[config.mk]
export PLATFORM = sky130hd
export DESIGN_NAME = pin_irq_detect
export DESIGN_NICKNAME = d
export VERILOG_FILES = /design/src/rtl/pin_irq_pkg.sv /design/src/rtl/pin_cfg_bank.sv /design/src/rtl/pin_edge_track.sv /design/src/rtl/pin_sense_cell.sv /design/src/rtl/pin_irq_detect.sv
export SDC_FILE = /design/constraint.sdc
export NUM_CORES = 1
export LEC_CHECK = 0
export CELL_PAD_IN_SITES_DETAIL_PLACEMENT = 2
export CELL_PAD_IN_SITES_GLOBAL_PLACEMENT = 2
export CORE_MARGIN = 2
export CORE_UTILIZATION = 34
export CTS_CLUSTER_DIAMETER = 40
export DETAILED_ROUTE_END_ITERATION = 7
export HOLD_SLACK_MARGIN = 0.05
export PLACE_DENSITY = 0.78
export SLEW_MARGIN = 40
export SYNTH_ARGS = -nofsm -noshare
export SYNTH_HDL_FRONTEND = slang
export SYNTH_SLANG_ARGS = --single-unit
[constraint.sdc]
create_clock -name clk -period 1.9 [get_ports clk]
set_clock_uncertainty 0.2 [all_clocks]
set_input_delay 0.38 -clock clk [delete_from_list [all_inputs] [get_ports clk]]
set_output_delay 0.38 -clock clk [all_outputs]
set_load 0.01 [all_outputs]
[src/rtl/pin_irq_pkg.sv]
`timescale 1ns/1ps
package pin_irq_pkg;
  localparam int ADDR_W = 3;
  localparam logic [ADDR_W-1:0] ADDR_MODE   = 3'd0;
  localparam logic [ADDR_W-1:0] ADDR_POL    = 3'd1;
  localparam logic [ADDR_W-1:0] ADDR_DUAL   = 3'd2;
  localparam logic [ADDR_W-1:0] ADDR_ENABLE = 3'd3;
  localparam logic [ADDR_W-1:0] ADDR_CLEAR  = 3'd4;

  // transition match for one pin in edge mode
  function automatic logic edge_trigger(input logic dual, input logic pol,
                                        input logic rise, input logic fall);
    if (dual) return rise | fall;
    return pol ? rise : fall;
  endfunction

  // level match for one pin in level mode
  function automatic logic level_trigger(input logic pol, input logic lvl);
    return lvl == pol;
  endfunction
endpackage

[src/rtl/pin_cfg_bank.sv]
`timescale 1ns/1ps
module pin_cfg_bank
  import pin_irq_pkg::*;
#(
  parameter int N = 16
) (
  input  logic              clk,
  input  logic              rst_n,
  input  logic              wr_en,
  input  logic [ADDR_W-1:0] wr_addr,
  input  logic [N-1:0]      wr_data,
  output logic [N-1:0]      mode_q,
  output logic [N-1:0]      pol_q,
  output logic [N-1:0]      dual_q,
  output logic [N-1:0]      en_q,
  output logic [N-1:0]      cfg_chg,
  output logic [N-1:0]      clr_req
);
  logic wr_mode, wr_pol, wr_dual, wr_en_word, wr_clr;

  assign wr_mode    = wr_en && (wr_addr == ADDR_MODE);
  assign wr_pol     = wr_en && (wr_addr == ADDR_POL);
  assign wr_dual    = wr_en && (wr_addr == ADDR_DUAL);
  assign wr_en_word = wr_en && (wr_addr == ADDR_ENABLE);
  assign wr_clr     = wr_en && (wr_addr == ADDR_CLEAR);

  assign cfg_chg = ({N{wr_mode}} & (wr_data ^ mode_q)) |
                   ({N{wr_pol}}  & (wr_data ^ pol_q));
  assign clr_req = {N{wr_clr}} & wr_data;

  always_ff @(posedge clk) begin
    if (!rst_n) begin
      mode_q <= '0;
      pol_q  <= '0;
      dual_q <= '0;
      en_q   <= '0;
    end else begin
      if (wr_mode)    mode_q <= wr_data;
      if (wr_pol)     pol_q  <= wr_data;
      if (wr_dual)    dual_q <= wr_data;
      if (wr_en_word) en_q   <= wr_data;
    end
  end
endmodule

[src/rtl/pin_edge_track.sv]
`timescale 1ns/1ps
module pin_edge_track #(
  parameter int N = 16
) (
  input  logic         clk,
  input  logic [N-1:0] pin_in,
  output logic [N-1:0] rise,
  output logic [N-1:0] fall
);
  logic [N-1:0] prev_q;

  // sampled on every clock, reset included, so release sees no edge
  always_ff @(posedge clk) prev_q <= pin_in;

  assign rise = pin_in & ~prev_q;
  assign fall = ~pin_in & prev_q;
endmodule

[src/rtl/pin_sense_cell.sv]
`timescale 1ns/1ps
module pin_sense_cell
  import pin_irq_pkg::*;
(
  input  logic clk,
  input  logic rst_n,
  input  logic pin_lvl,
  input  logic rise,
  input  logic fall,
  input  logic mode_lvl,
  input  logic pol,
  input  logic dual,
  input  logic cfg_chg,
  input  logic clr_req,
  output logic edge_hit,
  output logic status_q
);
  logic level_hit, status_d;

  assign edge_hit  = !mode_lvl && edge_trigger(dual, pol, rise, fall);
  assign level_hit = level_trigger(pol, pin_lvl);

  always_comb begin
    if (mode_lvl)      status_d = level_hit;
    else if (cfg_chg)  status_d = 1'b0;
    else if (edge_hit) status_d = 1'b1;
    else if (clr_req)  status_d = 1'b0;
    else               status_d = status_q;
  end

  always_ff @(posedge clk) begin
    if (!rst_n) status_q <= 1'b0;
    else        status_q <= status_d;
  end
endmodule

[src/rtl/pin_irq_detect.sv]
`timescale 1ns/1ps
module pin_irq_detect
  import pin_irq_pkg::*;
#(
  parameter int N = 16
) (
  input  logic              clk,
  input  logic              rst_n,
  input  logic [N-1:0]      pin_in,
  input  logic              wr_en,
  input  logic [ADDR_W-1:0] wr_addr,
  input  logic [N-1:0]      wr_data,
  output logic [N-1:0]      irq_status,
  output logic              irq_req
);
  logic [N-1:0] mode_q, pol_q, dual_q, en_q;
  logic [N-1:0] cfg_chg, clr_req;
  logic [N-1:0] rise, fall, edge_hit;
  logic         irq_q;

  pin_cfg_bank #(.N(N)) u_cfg (
    .clk(clk), .rst_n(rst_n), .wr_en(wr_en), .wr_addr(wr_addr),
    .wr_data(wr_data), .mode_q(mode_q), .pol_q(pol_q), .dual_q(dual_q),
    .en_q(en_q), .cfg_chg(cfg_chg), .clr_req(clr_req)
  );

  pin_edge_track #(.N(N)) u_edge (
    .clk(clk), .pin_in(pin_in), .rise(rise), .fall(fall)
  );

  for (genvar i = 0; i < N; i++) begin : g_cell
    pin_sense_cell u_cell (
      .clk(clk), .rst_n(rst_n), .pin_lvl(pin_in[i]),
      .rise(rise[i]), .fall(fall[i]),
      .mode_lvl(mode_q[i]), .pol(pol_q[i]), .dual(dual_q[i]),
      .cfg_chg(cfg_chg[i]), .clr_req(clr_req[i]),
      .edge_hit(edge_hit[i]), .status_q(irq_status[i])
    );
  end

  always_ff @(posedge clk) begin
    if (!rst_n) irq_q <= 1'b0;
    else        irq_q <= |(irq_status & en_q);
  end

  assign irq_req = irq_q;
endmodule

### Word level (Yosys, flattened, before mapping)

Index checks and enable logic that the tools add are counted.

* bits in registers: 97
* bits of input ports: 38
* output and inout port bits: 17

* eq/ne operators: 20
* multiplexer cells: 128
* bitwise logic cells: 27
* reduce and logical (&&, ||, !) cells: 55

Operators with widths (count)
* 1-bit two-way mux: 128
* 16-bit AND: 6
* 4-bit nonzero test: 16
* 16-bit NOT: 2
* 16-bit XOR: 2
* 1-bit logical AND: 21
* 1-bit equality test: 16
* 1-bit zero test: 16
* 1-bit bitwise OR: 16
* 16-bit bitwise OR: 1
* 16-bit OR reduction: 1
* 3-bit by 2-bit equality test with 1-bit output (second input constant): 2
* 3-bit by 1-bit equality test with 1-bit output (second input constant): 1
* 3-bit equality test (second input constant): 1
* 3-bit zero test: 1

### Longest topological paths before layout

Gate-level depths: netlist of run 1.

* word-level depth: 9
* mapped depth: 6

### Modules after synthesis

A second synthesis of run 1 with hierarchy kept.

* cell total of the unflattened synthesis: 609
* area, all modules: 5661.7 µm²

Modules (own cells, without submodules)
* pin_cfg_bank: times used 1, cells an instance 325, area an instance 3184.3 µm²
* pin_sense_cell: times used 16, cells an instance 14, area an instance 110.1 µm²
* pin_edge_track: times used 1, cells an instance 48, area an instance 600.6 µm²
* pin_irq_detect: times used 1, cells an instance 12, area an instance 115.1 µm²

### Worst setup path before layout of run 1

OpenSTA, ideal clock, no wires.

* path kind: input -> register
* from: input wr_addr[2]
* to: register u_cfg.mode_q[10]
* library setup time: 0.070 ns
* data arrival time: 1.315 ns
* data required time: 1.630 ns
* path slack: 0.315 ns
* cell stages on the path: 6
* buffers on the path: 2
* path through: or3b_1 -> buf_4 -> nor2_8 -> buf_6 -> nand2_1 -> a21oi_1

* longest elaborated chain between the ends: 2

Ends and longest elaborated chain
* from (decl): RTL line pin_irq_detect.sv:11 `input logic [ADDR_W-1:0] wr_addr,`
* 3-bit zero test: RTL line pin_cfg_bank.sv:21 `assign wr_mode = wr_en && (wr_addr == ADDR_MODE);`
* 1-bit logical AND: RTL line pin_cfg_bank.sv:21
* to (signal assigned): RTL line pin_cfg_bank.sv:38 `if (wr_mode) mode_q <= wr_data;`
* to (decl): RTL line pin_cfg_bank.sv:12 `output logic [N-1:0] mode_q,`

Every way passes these cells.
A chain may end at the register's enable or synchronous reset.

### Worst setup path in the final report of run 1

* from: register g_cell[7].u_cell.status_q
* to: output irq_status[7]

RTL lines
* from (decl): RTL line pin_sense_cell.sv:16 `output logic status_q`
* from (signal assigned): RTL line pin_sense_cell.sv:33 `else status_q <= status_d;`
* to (decl): RTL line pin_irq_detect.sv:13 `output logic [N-1:0] irq_status,`

No word-level cell between the ends.

==> flow_summary.json, run 1 <==
{
  "wire_per_inst_um": 20.3,
  "overflow": 0,
  "area_delta_synth_final_pct": 34.3,
  "cts-hold-fix-buffers": 0,
  "grt_antenna_before_repair": 0,
  "ys_types": 29,
  "hold_path_class": "reg2reg",
  "worstSetupEndpointType": "output pin",
  "final_area_um2": 6430,
  "layout_common_cells": "nand2_1 (162), dfxtp_1 (87), a21oi_1 (74), buf_4 (62), clkdlybuf4s50_1 (44)",
  "p_leak_nw": 2.56,
  "layout_setup_ws_ns": 0.0443,
  "worstPathMaxFanout": 3,
  "grt_pass1_vias": 5061,
  "critPathLaunch": "g_cell[7].u_cell.status_q",
  "die_area_um2": 15000,
  "slew_headroom": 0.771,
  "dr.pass1.iters": 4,
  "final_nets": 747,
  "synth_top_area_frac": 0.406,
  "crit_path_start_kind": "register",
  "numClockSinks": 97,
  "use_met1": 0.254,
  "worst_pin_slew_ns": 0.340,
  "vias": 4417,
  "worstPathCellList": "clkdlybuf4s50_1",
  "max_stage_delay_ns": 0.55,
  "crit_slowest_cell": "clkdlybuf4s50_1",
  "postPlaceCellArea_um2": 5910,
  "ys_ff_latch": 97,
  "use_met2": 0.483,
  "initial_core_util": 0.346,
  "grt_max_degree": 23,
  "ir_drop_mv": 0.516,
  "grt_pass1_wl_um": 27200,
  "hold_viol_final": 0,
  "drive_gt1_frac": 0.174,
  "postSynthAreaPerCell_um2": 8.27,
  "path_class": "reg2out",
  "place.detailed.hpwl_um": 12000,
  "place.gp.congestion": 0.758,
  "tritoncts": "done",
  "ios": 55,
  "setup_tns_ns": 0,
  "cp.buffers_inverters": 1,
  "layout_commonest_cell": "nand2_1",
  "post-route-period-util": 0.977,
  "antenna_cells": 0,
  "post-route-min-period_ns": 1.86,
  "vias_per_cell": 5.12,
  "cp_top_family": "buffers and inverters",
  "row_count": 43,
  "pre_cts_ws_ns": -0.428,
  "status": "completed",
  "crit_required_ns": 1.32,
  "syn-instance-count": 579,
  "hold_ws_ns": 0.275,
  "rsz0062_at_grt": "yes",
  "netlist_area_um2": 4790,
  "yosys-top-cells-area": "dfxtp_1 (41%), nand2_1 (13%), a21oi_1 (8.4%)",
  "rr_startpoint": "u_edge.prev_q[15]",
  "syn_nets": 649,
  "cts-buffers-inserted": 9,
  "htreeDepth": 3,
  "root_buffer": "clkbuf_16",
  "fmax_mhz": 539,
  "final_core_util": 0.465,
  "yosysWarnings": 0,
  "cts.path.max_buffers": 2,
  "core_um2": 13800,
  "die_w_um": 123,
  "busiest_layer": "met2",
  "drc": 0,
  "seq_area_frac_synth": 0.406,
  "dieHeight_um": 123,
  "power_density_nw_per_um2": 788,
  "use_met3": 0.0460,
  "num-fill-cells": 1495,
  "yosysTopAreaCell": "dfxtp_1",
  "drv_slew": 0,
  "wl_um": 17500,
  "clkTransAtPathRegs_ns": 0.07,
  "arrival_ns": 1.28,
  "maxCapViolCount": 0,
  "min_from": "u_cfg.en_q[2]",
  "drt-initial-drc-count": 125,
  "insertion_delay_ns": 0.35,
  "grt_usage": 0.243,
  "portBuffers": 54,
  "setup_viol": 0,
  "drtAntennaViolNets": 0
}
[stage by stage]
| step | total power, mW | cells |
|---|---|---|
| after global placement | 2.84 | 841 |
| after detailed placement | 2.90 | 841 |
| final | 5.06 | 862 |
| after floorplan | 2.51 | 579 |
| after global routing | 5.24 | 862 |
| after CTS | 5.09 | 862 |
[sequential cells by signal (all words and copies together) (netlist names)]
name,count
u_cfg.mode_q,16
u_cfg.pol_q,16
g_cell.u_cell.status_q,16
u_cfg.en_q,16
u_cfg.dual_q,16
irq_req,1
u_edge.prev_q,16
[layout make-up]
class | count | area, µm² | area share
flip-flops and latches | 97 | 1950 | 0.304
well taps | 180 | 225 | 0.0350
clock inverters | 6 | 114 | 0.0177
clock buffers | 10 | 239 | 0.0372
multi-input cells | 406 | 2540 | 0.395
inverters | 34 | 128 | 0.0198
repair buffers | 129 | 1230 | 0.192
[power breakdown]
part / internal, mW / switching, mW
clock: 1.33 / 0.852
sequential: 2.12 / 0.0804
combinational: 0.345 / 0.343
[what timing repair did]
action	CTS	global route
setup buffers	5	1
setup endpoints to repair	44	56
gates resized for setup	15	22
pin swaps	2	1
hold endpoints to repair	0	0
[cells by family (layout without fill, tap and decap cells)]
family / Yosys count / count (layout) / share of synthesized area
adder cells (fa/ha/maj): 32 / 32 / 0.0836
AO/OA/AOI/OAI: 105 / 105 / 0.128
AND/OR/NAND/NOR: 205 / 205 / 0.178
XOR/XNOR: 32 / 32 / 0.0585
buffers and inverters: 76 / 179 / 0.0787
multiplexers: 32 / 32 / 0.0669
flip-flops: 97 / 97 / 0.406
[synthesized netlist by cell type (all sizes together)]
master,count
a22o,3
dfxtp,97
nand2b,1
a221oi,3
a22oi,2
xnor2,16
nor2,20
o41ai,16
and3,1
mux2i,32
nor3b,1
clkbuf,13
a31oi,1
ha,32
buf,29
or3b,1
nand3,16
or2,1
a21oi,80
inv,34
nand2,162
xor2,16
nand3b,1
nor4bb,1
[per-layer routing]
layer  routed length [µm]  part of all wire
met1                 6890              0.39
met2                 9910              0.57
met3                  369             0.021
met4                  341             0.019
met5                    0                 0
[path summary, 6_finish.rpt]
kind	endpoint	slack, ns	cells after the start
worst max-delay path	irq_status[7]	0.04	1
worst min-delay path	u_cfg.en_q[2]	0.28	2
worst max register to register	g_cell[15].u_cell.status_q	0.37	4
worst min register to register	u_cfg.en_q[2]	0.28	2
Power figures use the tool's default switching activity.
==> inputs of run 2 (changes only) <==
GPL_ROUTABILITY_DRIVEN = 1   (was unset)
clock period = 2.1 ns   (was 1.9 ns; I/O delays follow)
==> run 2 against run 1 <==
Net effect: combinational power is 19% lower; via count shrank 4.7%; final area down 6.2%; global-route usage is 3.3 points lower; count of clock-buffer cells in the layout shrank 1; power shrank 18%; routed wire length decreased by 14%; register-to-register slack improved by 0.19 ns; first-iteration DRC count is 18% lower; utilization down 2.9 points; sequential share of layout area grew 1.8 points; highest routed layer unchanged.
==> flow_summary.json, run 2 (synthesis results as in run 1) <==
{
  "dieHeight_um": 123,
  "place.detailed.hpwl_um": 11100,
  "setup_viol": 0,
  "max_stage_delay_ns": 0.58,
  "grt_pass1_vias": 4684,
  "hold_viol_final": 0,
  "wire_per_inst_um": 18.0,
  "row_count": 43,
  "placed_cells_incl_taps": 818,
  "final_nets": 719,
  "grt_max_degree": 32,
  "hold_path_class": "reg2reg",
  "post-route-min-period_ns": 1.97,
  "instances_no_fill": 833,
  "area_delta_synth_final_pct": 26.0,
  "htreeDepth": 3,
  "grt_pass1_wl_um": 24100,
  "setup_tns_ns": 0,
  "crit_slowest_cell": "clkdlybuf4s50_1",
  "cts.path.max_buffers": 2,
  "wl_um": 15000,
  "layout_common_cells": "nand2_1 (162), dfxtp_1 (97), a21oi_1 (80), clkdlybuf4s50_1 (54), buf_4 (41)",
  "layout_commonest_cell": "nand2_1",
  "vias": 4210,
  "clkTransAtPathRegs_ns": 0.07,
  "worstSetupEndpointType": "output pin",
  "tritoncts": "done",
  "cts-buffers-inserted": 9,
  "cts-hold-fix-buffers": 0,
  "layout_setup_ws_ns": 0.129,
  "status": "completed",
  "core_um2": 13800,
  "rsz0062_at_grt": "no",
  "numClockSinks": 97,
  "place.gp.congestion": 0.770,
  "drv_slew": 0,
  "drt-initial-drc-count": 102,
  "grt_antenna_before_repair": 0,
  "arrival_ns": 1.35,
  "die_area_um2": 15000,
  "worst_pin_slew_ns": 0.356,
  "initial_core_util": 0.346,
  "die_w_um": 123,
  "p_leak_nw": 2.27,
  "worstPathMaxFanout": 3,
  "portBuffers": 54,
  "drive_gt1_frac": 0.106,
  "postCtsSetupBuffers": 0,
  "ir_drop_mv": 0.328,
  "cp_top_family": "buffers and inverters",
  "slew_headroom": 0.760,
  "grt_usage": 0.209,
  "drtAntennaViolNets": 0,
  "cp.buffers_inverters": 1,
  "overflow": 0,
  "antenna_cells": 0,
  "post-route-period-util": 0.939,
  "hold_ws_ns": 0.264,
  "ios": 55,
  "drc": 0,
  "path_class": "reg2out",
  "crit_required_ns": 1.48,
  "crit_path_start_kind": "register",
  "root_buffer": "clkbuf_16",
  "power_density_nw_per_um2": 691,
  "insertion_delay_ns": 0.35,
  "worstPathCellList": "clkdlybuf4s50_1",
  "fmax_mhz": 507,
  "pre_cts_ws_ns": -0.211,
  "maxCapViolCount": 0,
  "cts_resized": 0,
  "vias_per_cell": 5.05,
  "dr.pass1.iters": 4
}
run 2: cell types whose count changed in the layout (fill, tap and decap cells not counted), moves of 6 or more:
cell | previous run | this run
buf_4 | 62 | 41
clkdlybuf4s50_1 | 44 | 54
dfxtp_1 | 87 | 97
dfxtp_2 | 10 | 0
a21oi_1 | 74 | 80
a21oi_2 | 6 | 0
dlymetal6s2s_1 | 6 | 0
run 2: area by class of cell:
cell class / count / area, µm²
Timing Repair Buffer: 101 / 968
Sequential cell: 97 / 1940
Clock buffer: 9 / 225
Clock inverter: 6 / 60.1
Inverter: 34 / 128
Tap cell: 180 / 225
Fill cell: 1542 / 7790
Multi-Input combinational cell: 406 / 2480
run 2: worst min-delay path, cell delays in order (launching register included):
cell and delay, ns:
dfxtp_1 0.31, nand2_1 0.05, a21oi_1 0.05
run 2: final timing paths:
path | cells after the start | slack [ns] | end | startpoint
max | 1 | 0.13 | irq_status[15] | g_cell[15].u_cell.status_q
min | 2 | 0.26 | u_cfg.en_q[7] | u_cfg.en_q[7]
max reg2reg | 4 | 0.56 | g_cell[15].u_cell.status_q | u_edge.prev_q[15]
min reg2reg | 2 | 0.26 | u_cfg.en_q[7] | u_cfg.en_q[7]
run 2: metrics by stage:
step,utilization,instance area [µm²],power [mW]
floorplan,-,4790,2.28
global placement,0.416,5750,2.55
detailed placement,0.416,5750,2.58
CTS,0.436,6030,4.22
global route,0.436,6030,4.35
finish,0.436,6030,4.17
run 2: power by group:
part / total, mW / leakage [nW] / switching, mW / internal, mW
sequential: 1.98 / 0.793 / 0.0681 / 1.91
clock: 1.63 / 0.137 / 0.722 / 0.911
combinational: 0.558 / 1.34 / 0.278 / 0.280
run 2: layer usage:
| metal | share of wire | global-route usage | up-vias |
|---|---|---|---|
| met2 | 0.54 | 0.396 | 48 |
| li1 | - | - | 2041 |
| met3 | 0.021 | 0.0283 | 19 |
| met1 | 0.42 | 0.240 | 2102 |
| met5 | 0 | 0 | - |
| met4 | 0.017 | 0.0697 | 0 |
==> inputs of run 3 (changes only) <==
GPL_ROUTABILITY_DRIVEN = unset   (was 1)
==> results of run 3 <==
Final layout, timing and power as in run 2 (identical DEF).
